<file path="src/rtl/dacc_pkg.sv">
package dacc_pkg;

    // priority scheme
    localparam int unsigned BASE_RUN    = 8;
    localparam int unsigned CLASS_STEP  = 2;
    localparam int unsigned LOWER_STEP  = 1;
    localparam int unsigned NUM_CLASSES = 2;

    localparam int unsigned MAX_RUN = BASE_RUN + (NUM_CLASSES - 1) * CLASS_STEP + LOWER_STEP;
    localparam int unsigned RUN_W   = $clog2(MAX_RUN + 1);
    localparam int unsigned CLASS_W = (NUM_CLASSES > 1) ? $clog2(NUM_CLASSES) : 1;

    // status byte layout
    localparam int unsigned MON_GRANT_BIT = 5;
    localparam int unsigned MON_READY_BIT = 4;
    localparam int unsigned MON_LOWER_BIT = 3;
    localparam int unsigned MON_CLASS_BIT = 2;

    typedef enum logic {
        ACC_WAIT = 1'b0,
        ACC_SEND = 1'b1
    } acc_state_e;

endpackage

</file>
<file path="src/rtl/dacc_run_counter.sv">
module dacc_run_counter #(
    parameter int unsigned RUN_W = 4
) (
    input  logic             clk,
    input  logic             rst_n,
    input  logic             strobe,
    input  logic             echo,
    input  logic             clear,
    input  logic [RUN_W-1:0] thr,
    output logic [RUN_W-1:0] run_cnt,
    output logic             ready
);

    always_ff @(posedge clk or negedge rst_n) begin
        if (!rst_n) begin
            run_cnt <= '0;
        end else if (clear) begin
            run_cnt <= '0;
        end else if (strobe) begin
            if (!echo) begin
                run_cnt <= '0;
            end else if (run_cnt < thr) begin
                run_cnt <= run_cnt + 1'b1;
            end
        end
    end

    assign ready = (run_cnt >= thr);

endmodule

</file>
<file path="src/rtl/dacc_prio_tracker.sv">
module dacc_prio_tracker #(
    parameter int unsigned BASE_RUN    = 8,
    parameter int unsigned CLASS_STEP  = 2,
    parameter int unsigned LOWER_STEP  = 1,
    parameter int unsigned NUM_CLASSES = 2,
    parameter int unsigned CLASS_W     = 1,
    parameter int unsigned RUN_W       = 4
) (
    input  logic               clk,
    input  logic               rst_n,
    input  logic [CLASS_W-1:0] prio_class,
    input  logic               lower_evt,
    input  logic               restore_evt,
    output logic [RUN_W-1:0]   thr,
    output logic               lowered
);

    logic [RUN_W-1:0] norm_thr [NUM_CLASSES];
    logic [CLASS_W-1:0] cls_idx;

    for (genvar g = 0; g < NUM_CLASSES; g++) begin : g_thr
        assign norm_thr[g] = RUN_W'(BASE_RUN + g * CLASS_STEP);
    end

    always_comb begin
        if (int'(prio_class) < NUM_CLASSES) begin
            cls_idx = prio_class;
        end else begin
            cls_idx = CLASS_W'(NUM_CLASSES - 1);
        end
    end

    assign thr = norm_thr[cls_idx] + (lowered ? RUN_W'(LOWER_STEP) : RUN_W'(0));

    always_ff @(posedge clk or negedge rst_n) begin
        if (!rst_n) begin
            lowered <= 1'b0;
        end else if (lower_evt) begin
            lowered <= 1'b1;
        end else if (restore_evt && lowered) begin
            lowered <= 1'b0;
        end
    end

endmodule

</file>
<file path="src/rtl/dacc_tx_fsm.sv">
module dacc_tx_fsm
    import dacc_pkg::*;
(
    input  logic       clk,
    input  logic       rst_n,
    input  logic       strobe,
    input  logic       echo,
    input  logic       tx_req,
    input  logic       tx_bit_in,
    input  logic       tx_last,
    input  logic       ready,
    output acc_state_e state,
    output logic       start_tx,
    output logic       done_evt,
    output logic       d_out,
    output logic       tx_bit_ack,
    output logic       collision,
    output logic       tx_done
);

    acc_state_e state_nx;
    logic       cur_bit;
    logic       cur_last;
    logic       lost;

    assign lost     = cur_bit & ~echo;
    assign start_tx = (state == ACC_WAIT) && strobe && tx_req && ready;
    assign done_evt = (state == ACC_SEND) && strobe && !lost && cur_last;

    // state register
    always_ff @(posedge clk or negedge rst_n) begin
        if (!rst_n) begin
            state <= ACC_WAIT;
        end else begin
            state <= state_nx;
        end
    end

    // transitions
    always_comb begin
        state_nx = state;
        unique case (state)
            ACC_WAIT: begin
                if (start_tx) begin
                    state_nx = ACC_SEND;
                end
            end
            ACC_SEND: begin
                if (strobe && (lost || cur_last)) begin
                    state_nx = ACC_WAIT;
                end
            end
            default: state_nx = ACC_WAIT;
        endcase
    end

    // outputs
    always_ff @(posedge clk or negedge rst_n) begin
        if (!rst_n) begin
            cur_bit    <= 1'b1;
            cur_last   <= 1'b0;
            tx_bit_ack <= 1'b0;
            collision  <= 1'b0;
            tx_done    <= 1'b0;
        end else begin
            tx_bit_ack <= 1'b0;
            collision  <= 1'b0;
            tx_done    <= 1'b0;
            unique case (state)
                ACC_WAIT: begin
                    if (start_tx) begin
                        cur_bit    <= tx_bit_in;
                        cur_last   <= tx_last;
                        tx_bit_ack <= 1'b1;
                    end
                end
                ACC_SEND: begin
                    if (strobe) begin
                        if (lost) begin
                            collision <= 1'b1;
                            cur_bit   <= 1'b1;
                        end else if (cur_last) begin
                            tx_done <= 1'b1;
                            cur_bit <= 1'b1;
                        end else begin
                            cur_bit    <= tx_bit_in;
                            cur_last   <= tx_last;
                            tx_bit_ack <= 1'b1;
                        end
                    end
                end
                default: begin
                    cur_bit <= 1'b1;
                end
            endcase
        end
    end

    assign d_out = (state == ACC_SEND) ? cur_bit : 1'b1;

endmodule

</file>
<file path="src/rtl/dchan_access_arbiter.sv">
module dchan_access_arbiter
    import dacc_pkg::*;
(
    input  logic               clk,
    input  logic               rst_n,
    input  logic               bit_strobe,
    input  logic               echo_in,
    input  logic               tx_req,
    input  logic               tx_bit_in,
    input  logic               tx_last,
    input  logic [CLASS_W-1:0] prio_class,
    output logic               d_out,
    output logic               tx_bit_ack,
    output logic               access_granted,
    output logic               collision,
    output logic               tx_done,
    output logic [7:0]         monitor_status
);

    acc_state_e       state;
    logic             start_tx;
    logic             done_evt;
    logic             ready;
    logic             lowered;
    logic             cnt_clear;
    logic             restore_evt;
    logic [RUN_W-1:0] thr;
    logic [RUN_W-1:0] run_cnt;

    assign cnt_clear   = (state != ACC_WAIT) || start_tx;
    assign restore_evt = (state == ACC_WAIT) && bit_strobe && ready;

    dacc_run_counter #(
        .RUN_W (RUN_W)
    ) cnt_i (
        .clk     (clk),
        .rst_n   (rst_n),
        .strobe  (bit_strobe),
        .echo    (echo_in),
        .clear   (cnt_clear),
        .thr     (thr),
        .run_cnt (run_cnt),
        .ready   (ready)
    );

    dacc_prio_tracker #(
        .BASE_RUN    (BASE_RUN),
        .CLASS_STEP  (CLASS_STEP),
        .LOWER_STEP  (LOWER_STEP),
        .NUM_CLASSES (NUM_CLASSES),
        .CLASS_W     (CLASS_W),
        .RUN_W       (RUN_W)
    ) prio_i (
        .clk         (clk),
        .rst_n       (rst_n),
        .prio_class  (prio_class),
        .lower_evt   (done_evt),
        .restore_evt (restore_evt),
        .thr         (thr),
        .lowered     (lowered)
    );

    dacc_tx_fsm fsm_i (
        .clk        (clk),
        .rst_n      (rst_n),
        .strobe     (bit_strobe),
        .echo       (echo_in),
        .tx_req     (tx_req),
        .tx_bit_in  (tx_bit_in),
        .tx_last    (tx_last),
        .ready      (ready),
        .state      (state),
        .start_tx   (start_tx),
        .done_evt   (done_evt),
        .d_out      (d_out),
        .tx_bit_ack (tx_bit_ack),
        .collision  (collision),
        .tx_done    (tx_done)
    );

    assign access_granted = (state == ACC_SEND);

    always_comb begin
        monitor_status                = '0;
        monitor_status[MON_GRANT_BIT] = (state == ACC_SEND);
        monitor_status[MON_READY_BIT] = ready;
        monitor_status[MON_LOWER_BIT] = lowered;
        monitor_status[MON_CLASS_BIT] = prio_class[0];
    end

endmodule

</file>
<file path="config.mk">
export PLATFORM = sky130hd
export DESIGN_NAME = dchan_access_arbiter
export DESIGN_NICKNAME = d
export VERILOG_FILES = /design/src/rtl/dacc_pkg.sv /design/src/rtl/dacc_run_counter.sv /design/src/rtl/dacc_prio_tracker.sv /design/src/rtl/dacc_tx_fsm.sv /design/src/rtl/dchan_access_arbiter.sv
export SDC_FILE = /design/constraint.sdc
export NUM_CORES = 1
export LEC_CHECK = 0
export BUFFER_PORTS_ARGS = -buffer_cell sky130_fd_sc_hd__buf_2
export CAP_MARGIN = 30
export CELL_PAD_IN_SITES_DETAIL_PLACEMENT = 1
export CELL_PAD_IN_SITES_GLOBAL_PLACEMENT = 1
export CORE_MARGIN = 2
export CORE_UTILIZATION = 41
export CTS_CLUSTER_DIAMETER = 30
export DETAILED_ROUTE_END_ITERATION = 12
export PLACE_DENSITY = 0.85
export SLEW_MARGIN = 20
export SYNTH_ARGS = -nofsm -noshare
export SYNTH_HDL_FRONTEND = slang
export SYNTH_HIERARCHICAL = 1
export SYNTH_SLANG_ARGS = --single-unit
export TNS_END_PERCENT = 30
</file>
<file path="constraint.sdc">
create_clock -name clk -period 5.7 [get_ports clk]
set_input_delay 0.855 -clock clk [delete_from_list [all_inputs] [get_ports clk]]
set_output_delay 0.855 -clock clk [all_outputs]
set_load 0.02 [all_outputs]
</file>
==> results of run 1 <==
-- final timing paths --
| kind | slack [ns] | depth (start not counted) | from | to |
|---|---|---|---|---|
| max reg2reg | 3.19 | 12 | cnt_i/run_cnt[1] | cnt_i/run_cnt[3] |
| min in group clk | 0.51 | 1 | prio_i/lowered | prio_i/lowered |
| max in group asynchronous | 4.98 | 1 | rst_n | fsm_i/cur_bit |
| min reg2reg | 0.51 | 1 | prio_i/lowered | prio_i/lowered |
| min | 0.45 | 1 | rst_n | cnt_i/run_cnt[3] |
| max | 2.74 | 8 | prio_class | monitor_status[4] |
-- cells by family (layout without fill, tap and decap cells) --
| family | after synthesis | count (layout) |
|---|---|---|
| AND/OR/NAND/NOR | 33 | 33 |
| adder cells (fa/ha/maj) | 5 | 5 |
| flip-flops | 11 | 11 |
| AO/OA/AOI/OAI | 16 | 16 |
| other | 3 | 6 |
| buffers and inverters | 19 | 27 |
-- routing by layer --
metal,vias up,track usage,share of wire
met5,-,0,0
met4,0,0.0811,0.016
met3,4,0.0222,0.031
met2,10,0.295,0.52
met1,307,0.214,0.43
li1,314,-,-
-- final cells by class --
cell class              instances  area [um2]
fillers                       233        1040
multi-input cells              60         422
flip-flops and latches         11         277
repair buffers                 16        80.1
well taps                      27        33.8
clock buffers                   4        26.3
inverters                       7        26.3
-- power breakdown --
| part | total, W | internal, W | switching (W) | leakage (nW) |
|---|---|---|---|---|
| clock | 0.0000545 | 0.0000271 | 0.0000274 | 0.0150 |
| sequential | 0.000138 | 0.000105 | 0.0000331 | 0.144 |
| combinational | 0.000160 | 0.0000663 | 0.0000939 | 0.298 |
-- stage by stage --
step	area, um2	total power, W	setup WS (ns)	instances
floorplan	815	0.000267	2.92	90
global placement	838	0.000291	2.74	121
detailed placement	838	0.000301	2.63	121
CTS	865	0.000357	2.72	125
global route	865	0.000381	2.64	125
finish	865	0.000352	2.74	125
-- flip-flops by register name (all words and copies together) (netlist names) --
name,count
cnt_i/run_cnt,4
fsm_i/collision,1
fsm_i/cur_bit,1
fsm_i/cur_last,1
fsm_i/state,1
fsm_i/tx_bit_ack,1
fsm_i/tx_done,1
prio_i/lowered,1
-- cells in the mapped netlist (all sizes together), types with 2 or more instances --
cell type	count	share of area
a21o	2	0.019
a21oi	2	0.017
buf	12	0.11
conb	3	0.014
dfrtp	10	0.31
ha	5	0.078
inv	7	0.033
nand2	6	0.031
nand2b	4	0.031
nand3b	2	0.019
nor2	5	0.023
nor3b	3	0.028
nor4	2	0.016
o211ai	2	0.019
o21ai	3	0.019
or4	3	0.028
==> results, run 1 <==
- The flow ran to the end, and the final reports show no timing, DRC or antenna violations.
- The final core area utilization is 0.455.
- TritonCTS built the clock tree.
- The highest clock rate is between 0.3 and 0.4 GHz.
- The count of max-cap constraint violations is 0.
- The cell family contributing the most delay on the critical path is simple AND/OR/NAND/NOR gates.
- The quantity of hold-fixing buffers added after cts is 0.
- The x dimension of the die is between 40 and 50 um.
- The post-detailed-route count of antenna-violating nets is 0.
- The clock passes through at most 2 buffers.
- The most numerous cell on the critical path is buf_2.
- The area growth from synthesis to layout is 7.63%.
- In this run the power density over the cells is between 400 and 500 nW/um2.
- The final setup violation count is 0.
- The floorplan row count is 16.
- The number of register bits inferred by synthesis is 11.
- The number of DRC violations after detailed-routing iteration 0 is 3.
- The mapped netlist covers 803 um2.
- For this run, the total global-route usage over all layers was measured as 0.173.
- The first global-routing pass estimated 2.75 mm of wire.
- The final estimated routing congestion in global placement is 0.779.
- The critical path is of the input pin to output port type.
- The parity-gate share of the synthesized area counting xor and xnor cells is 0.
- The count of unresolved DRC violations after routing is 0.
- In the layout the commonest cells are buf_2 (16), dfrtp_1 (10), inv_1 (7).
- The share of synthesized flip-flops with an asynchronous set or reset is 1.00.
- The min-delay analysis places its worst path in the category input pin to async pin.
- The worst setup path is launched from an input pin.
- Of the total synthesized cell area, the portion taken by AND, OR, NAND and NOR gates is 0.265.
- The portion of the clock cycle consumed by the worst path in the final layout is 0.520.
- The detailed-placement wirelength estimate is 1.31 mm.
- The endpoint class of the critical path is an output port.
- The final layout contains routed wiring with a total length of 1.65 mm.
- The critical path goes through buf_2 -> inv_1 -> ha_1 -> nand2b_1 -> a21oi_2 -> nor2_1 -> nand2_1 -> buf_2.
- The initial utilization of the core area, before any placement, comes to 0.422.
- The maximum clock skew at final layout is 0.00392 ns.
- The number of max-slew violations in the final report is 0.
- Buffers inserted during clock tree synthesis total 3.
- The data required time of the critical path is about 4.9 ns.
- The share of final-layout standard cells stronger than drive strength 1 is 0.255.
- The total die area is roughly 2300 um2.
- The clock insertion delay at the later pin of the skew report is approximately 0.27 ns.
- CTS placed an instance of clkbuf_4 at the clock tree root.
- The static leakage is roughly 0.46 nW.
- The number of placed I/O pins is 21.
- The via count of the first global-routing pass is 621.
- The average instance in the mapped netlist occupies around 9.2 um2.
- The unique cell type count in the Yosys netlist is 35.
- The mux cell area share after synthesis is 0.
- The combinational family with the most area after synthesis is simple AND/OR/NAND/NOR gates.
- The smallest clock period supported by the final layout is computed as ~3 ns.
- The prevailing post-synth register cell is dfrtp_1.
- The instance count of the mapped netlist is 87.
- The total of cells resized after clock tree synthesis is 0.
- The setup TNS is 0 ns.
- The number of sinks handled by clock tree synthesis is 11.
- The area fraction in compound gates after synthesis came to 0.154.
- The delay of the slowest cell on the worst path is approximately 0.32 ns.
- STA puts the critical path data arrival time at approximately 2.1 ns.
- In this run the number of H-tree levels came out at 1.
- The largest fanout of any net on the critical path is 8.
- VDD sags by at most about 0.22 mV.
- The clock input transition at the sequential cells of the worst setup and hold paths is 0.07 ns.
- The final count of hold timing violations is 0.
- The share of the Yosys chip area taken by registers is 0.344.
- Setup repair after global routing left no endpoint under its margin.
- The die height is approximately 48 um.
- The critical path contains buffers and inverters numbering 3 combined.
- The detailed router placed roughly 640 vias in this run.
- The number of antenna diodes in the final layout is 0.
- For this run, the post-layout net count is 112.
- The total overflow left after global routing is 0.
- The warning count from the yosys run is 6.
- The standard cell with the maximum stage delay on the critical path is a21oi_2.
- After detailed routing, the average wire length per cell comes to between 10 and 15 um.
- Final hold analysis gives a worst-case slack of about 0.45 ns.
- The number of port buffers is 16.
- The maximum number of pins on one net before global-route repair is 12.
- Dividing the detail-routed via count by the number of cells gives a little over 5.
- In this run the standard cell core region covers 1900 um2.
- The total setup buffers inserted after CTS is 0.
- The initial antenna violation count is 0.
- The synthesized design contains 0 enable-type register cells.
- The most frequent standard cell in the layout excluding fill and tap cells is buf_2.
- The share of synthesized cell area in full adder, half adder and majority cells is 0.0779.
- The total iterations of the first detailed-routing run is 4.
No activity file was read; power rests on OpenSTA's default activity.
==> inputs of run 2 (changes only) <==
Settings changed: CORE_UTILIZATION 41 to 38, PLACE_DENSITY 0.85 to 0.8.
Clock period 5.7 ns to 2.8 ns, I/O delays scaled along.
==> run 2 against run 1 <==
Net effect: flip-flop and latch count is the same; critical path depth grew 3; global-route usage shrank 0.14 points; via count grew 1.9%; cell area is the same; largest cell class unchanged; highest routed layer unchanged.
==> results, run 2 (same netlist as run 1, synthesis figures left out) <==
- The total area of multi-input combinational cells came to 422 um2 (unchanged).
- The number of port buffers is 16 (unchanged).
- The die height is 50.0 um (+3.6%).
- Among cell families on the critical path, the largest total delay comes from simple AND/OR/NAND/NOR gates.
- The setup path with the least slack is of type register to register.
- The detailed-placement wirelength estimate is 1.41 mm (+7.8%).
- The total setup buffers inserted after CTS is 0 (unchanged).
- The critical path buffer and inverter count is 1 (-2).
- The initial antenna violation count came to 0 (unchanged).
- The sum of routed wire length over all layers is 1.75 mm (+6.3%).
- The most frequent standard cell in the layout excluding fill and tap cells is buf_2.
- The total inserted antenna cells is 0 (unchanged).
- The overall track demand over capacity in global routing was 0.171 (-0.00140).
- Among the stages of the critical path, the cell type that occurs most often is nand2b_1.
- The core area is 1980 um2 (+4.2%).
- The quantity of hold-fixing buffers added after cts came to 0 (unchanged).
- The clock insertion delay at the later pin of the skew report is 0.26 ns (about the same).
- The floorplan row count is 16 (unchanged).
- The highest clock rate is between 0.4 and 0.5 GHz.
- The setup slack of the most critical reg-to-reg path came to 0.30 ns (-2.89 ns).
- The total of cells resized after clock tree synthesis is 0 (unchanged).
- The via count of the first global-routing pass is 747 (+20%).
- The flow ran to the end, and the final reports show no timing, DRC or antenna violations.
- The final core area utilization is 0.436 (-0.0184).
- The instance area after placement was 838 um2 (unchanged).
- The final count of hold timing violations is 0 (unchanged).
- The final setup violation count is 0 (unchanged).
- The power density over the cells is 826 nW/um2 (+100%).
- The number of buffers created by CTS is 3 (unchanged).
- The worst vdd rail ir drop was 0.490 mV (+120%).
- The maximum number of pins on one net before global-route repair is 12 (unchanged).
- The register name with the most flops is cnt_i/run_cnt.
- The total iterations of the first detailed-routing run is 4 (unchanged).
- The endpoint arrival time on the critical path is 2.68 ns (+0.57 ns).
- The number of flip-flops in the largest register is 4 (unchanged).
- The data required time of the critical path was 2.98 ns (-1.87 ns).
- The final non-filler cell total is 125 (unchanged).
- The post-detailed-route count of antenna-violating nets is 0 (unchanged).
- The register cell area after layout is 277 um2 (unchanged).
- The count of unresolved DRC violations after routing is 0 (unchanged).
- The average routed wire per standard cell came to 14.0 um (+6.2%).
- The clock input transition at the sequential cells of the worst setup and hold paths came to 0.07 ns (about the same).
- The cell at the root of the clock tree is clkbuf_4.
- Setup repair after global routing left no endpoint under its margin.
- The number of DRC violations after detailed-routing iteration 0 is 6 (+3).
- STA classifies the critical path endpoint as a register.
- The detailed-route via count came to 647 (+1.9%).
- The delay of the slowest cell on the worst path came to 0.43 ns (+0.11 ns).
- On the critical path, the stage with the largest delay is an instance of dfrtp_1.
- The initial core utilization was 0.405 (-0.0171).
- The number of sinks handled by clock tree synthesis was 11 (unchanged).
- In the layout the commonest cells are buf_2 (16), dfrtp_1 (10), inv_1 (7).
- The count of max-cap constraint violations is 0 (unchanged).
- Dividing the final minimum period by the clock period gives 0.891.
- The sort of element at the start of the critical path is a register.
- The maximum level of the CTS H-tree is 1 (unchanged).
- The maximum clock insertion buffer count was 2 (unchanged).
- The global-route wire length before repair is 3.33 mm (+21%).
- The total die area was 2500 um2 (+7.2%).
- The setup TNS is 0 ns (unchanged).
- The static leakage came to 0.457 nW (unchanged).
- The post-route minimum period is 2.50 ns.
- The total instance count after detailed placement was 121 (unchanged).
- The net count of the finished layout is 112 (unchanged).
- The finished layout cell area is 865 um2 (unchanged).
- The via density per instance is 5.18 (+1.9%).
- The maximum clock skew at final layout is 0.000597 ns (-0.00332 ns).
- The x dimension of the die is 50.0 um (+3.6%).
- The share of final-layout standard cells stronger than drive strength 1 was 0.255 (unchanged).
- The largest fanout of any net on the critical path was 8 (unchanged).
- The total overflow reported by the global router was 0 (unchanged).
- The number of inserted filler cells in the final layout is 250 (+7.3%).
- The critical path goes through ha_1 -> nand2b_1 -> a21oi_2 -> nor2_1 -> nand2_1 -> nand4b_4 -> inv_1 -> or2_1 -> nand2b_1 -> or4_1 -> o211ai_1.
- The area growth from synthesis to layout is 7.63% (unchanged).
- The clock tree from TritonCTS is yes.
- The number of max-slew violations in the final report is 0 (unchanged).
- The final estimated routing congestion in global placement came to 0.771 (-1.0%).
- The min-delay analysis places its worst path in the category input pin to async pin.
- The number of placed I/O pins was 21 (unchanged).
[run 2: cell counts in the layout (fill, tap and decap cells not counted)]
No cell type changed its count.
[run 2: power by group]
part / total [W] / internal [W] / switching, W
Clock: 0.000108 / 0.0000551 / 0.0000533
Combinational: 0.000325 / 0.000135 / 0.000191
Sequential: 0.000281 / 0.000213 / 0.0000681
Total: 0.000714 / 0.000402 / 0.000312
[run 2: worst paths after layout]
check                                  from               end  cells past startpoint
setup / recovery           cnt_i/run_cnt[1]  cnt_i/run_cnt[1]                     11
hold / removal                        rst_n  cnt_i/run_cnt[1]                      1
setup reg to reg           cnt_i/run_cnt[1]  cnt_i/run_cnt[1]                     11
hold reg to reg              prio_i/lowered    prio_i/lowered                      1
max in group asynchronous             rst_n     fsm_i/cur_bit                      1
min in group clk                    tx_last    fsm_i/cur_last                      2
[run 2: cell type report]
| type | count | share of cell area |
|---|---|---|
| Sequential cell | 11 | 0.320 |
| Clock buffer | 4 | 0.0304 |
| Timing Repair Buffer | 16 | 0.0926 |
| Inverter | 7 | 0.0304 |
| Multi-Input combinational cell | 60 | 0.488 |
| Tap cell | 27 | 0.0391 |
[run 2: layer usage]
layer	global-route usage	vias up	routed length, um
met5	0	-	0
met4	0.0556	0	10
met3	0.0394	2	50
met2	0.296	9	909
met1	0.209	321	781
li1	-	315	-
[run 2: per-stage QoR]
| step | hold slack, ns | power [W] | worst slack [ns] |
|---|---|---|---|
| 6_report | 0.0171 | 0.000714 | 0.305 |
| 5_1_grt | 0.0249 | 0.000784 | 0.0371 |
| 4_1_cts | 0.0166 | 0.000725 | 0.266 |
| 3_5_place_dp | 0.307 | 0.000615 | 0.156 |
| 3_3_place_gp | 0.306 | 0.000592 | 0.262 |
| 2_1_floorplan | 0.124 | 0.000544 | 0.454 |
[run 2: worst register-to-register path: stages (launching register included)]
cell	delay (ns)
dfrtp_1	0.43
ha_1	0.31
nand2b_1	0.09
a21oi_2	0.11
nor2_1	0.17
nand2_1	0.14
nand4b_4	0.15
inv_1	0.07
or2_1	0.28
nand2b_1	0.15
or4_1	0.40
o211ai_1	0.09
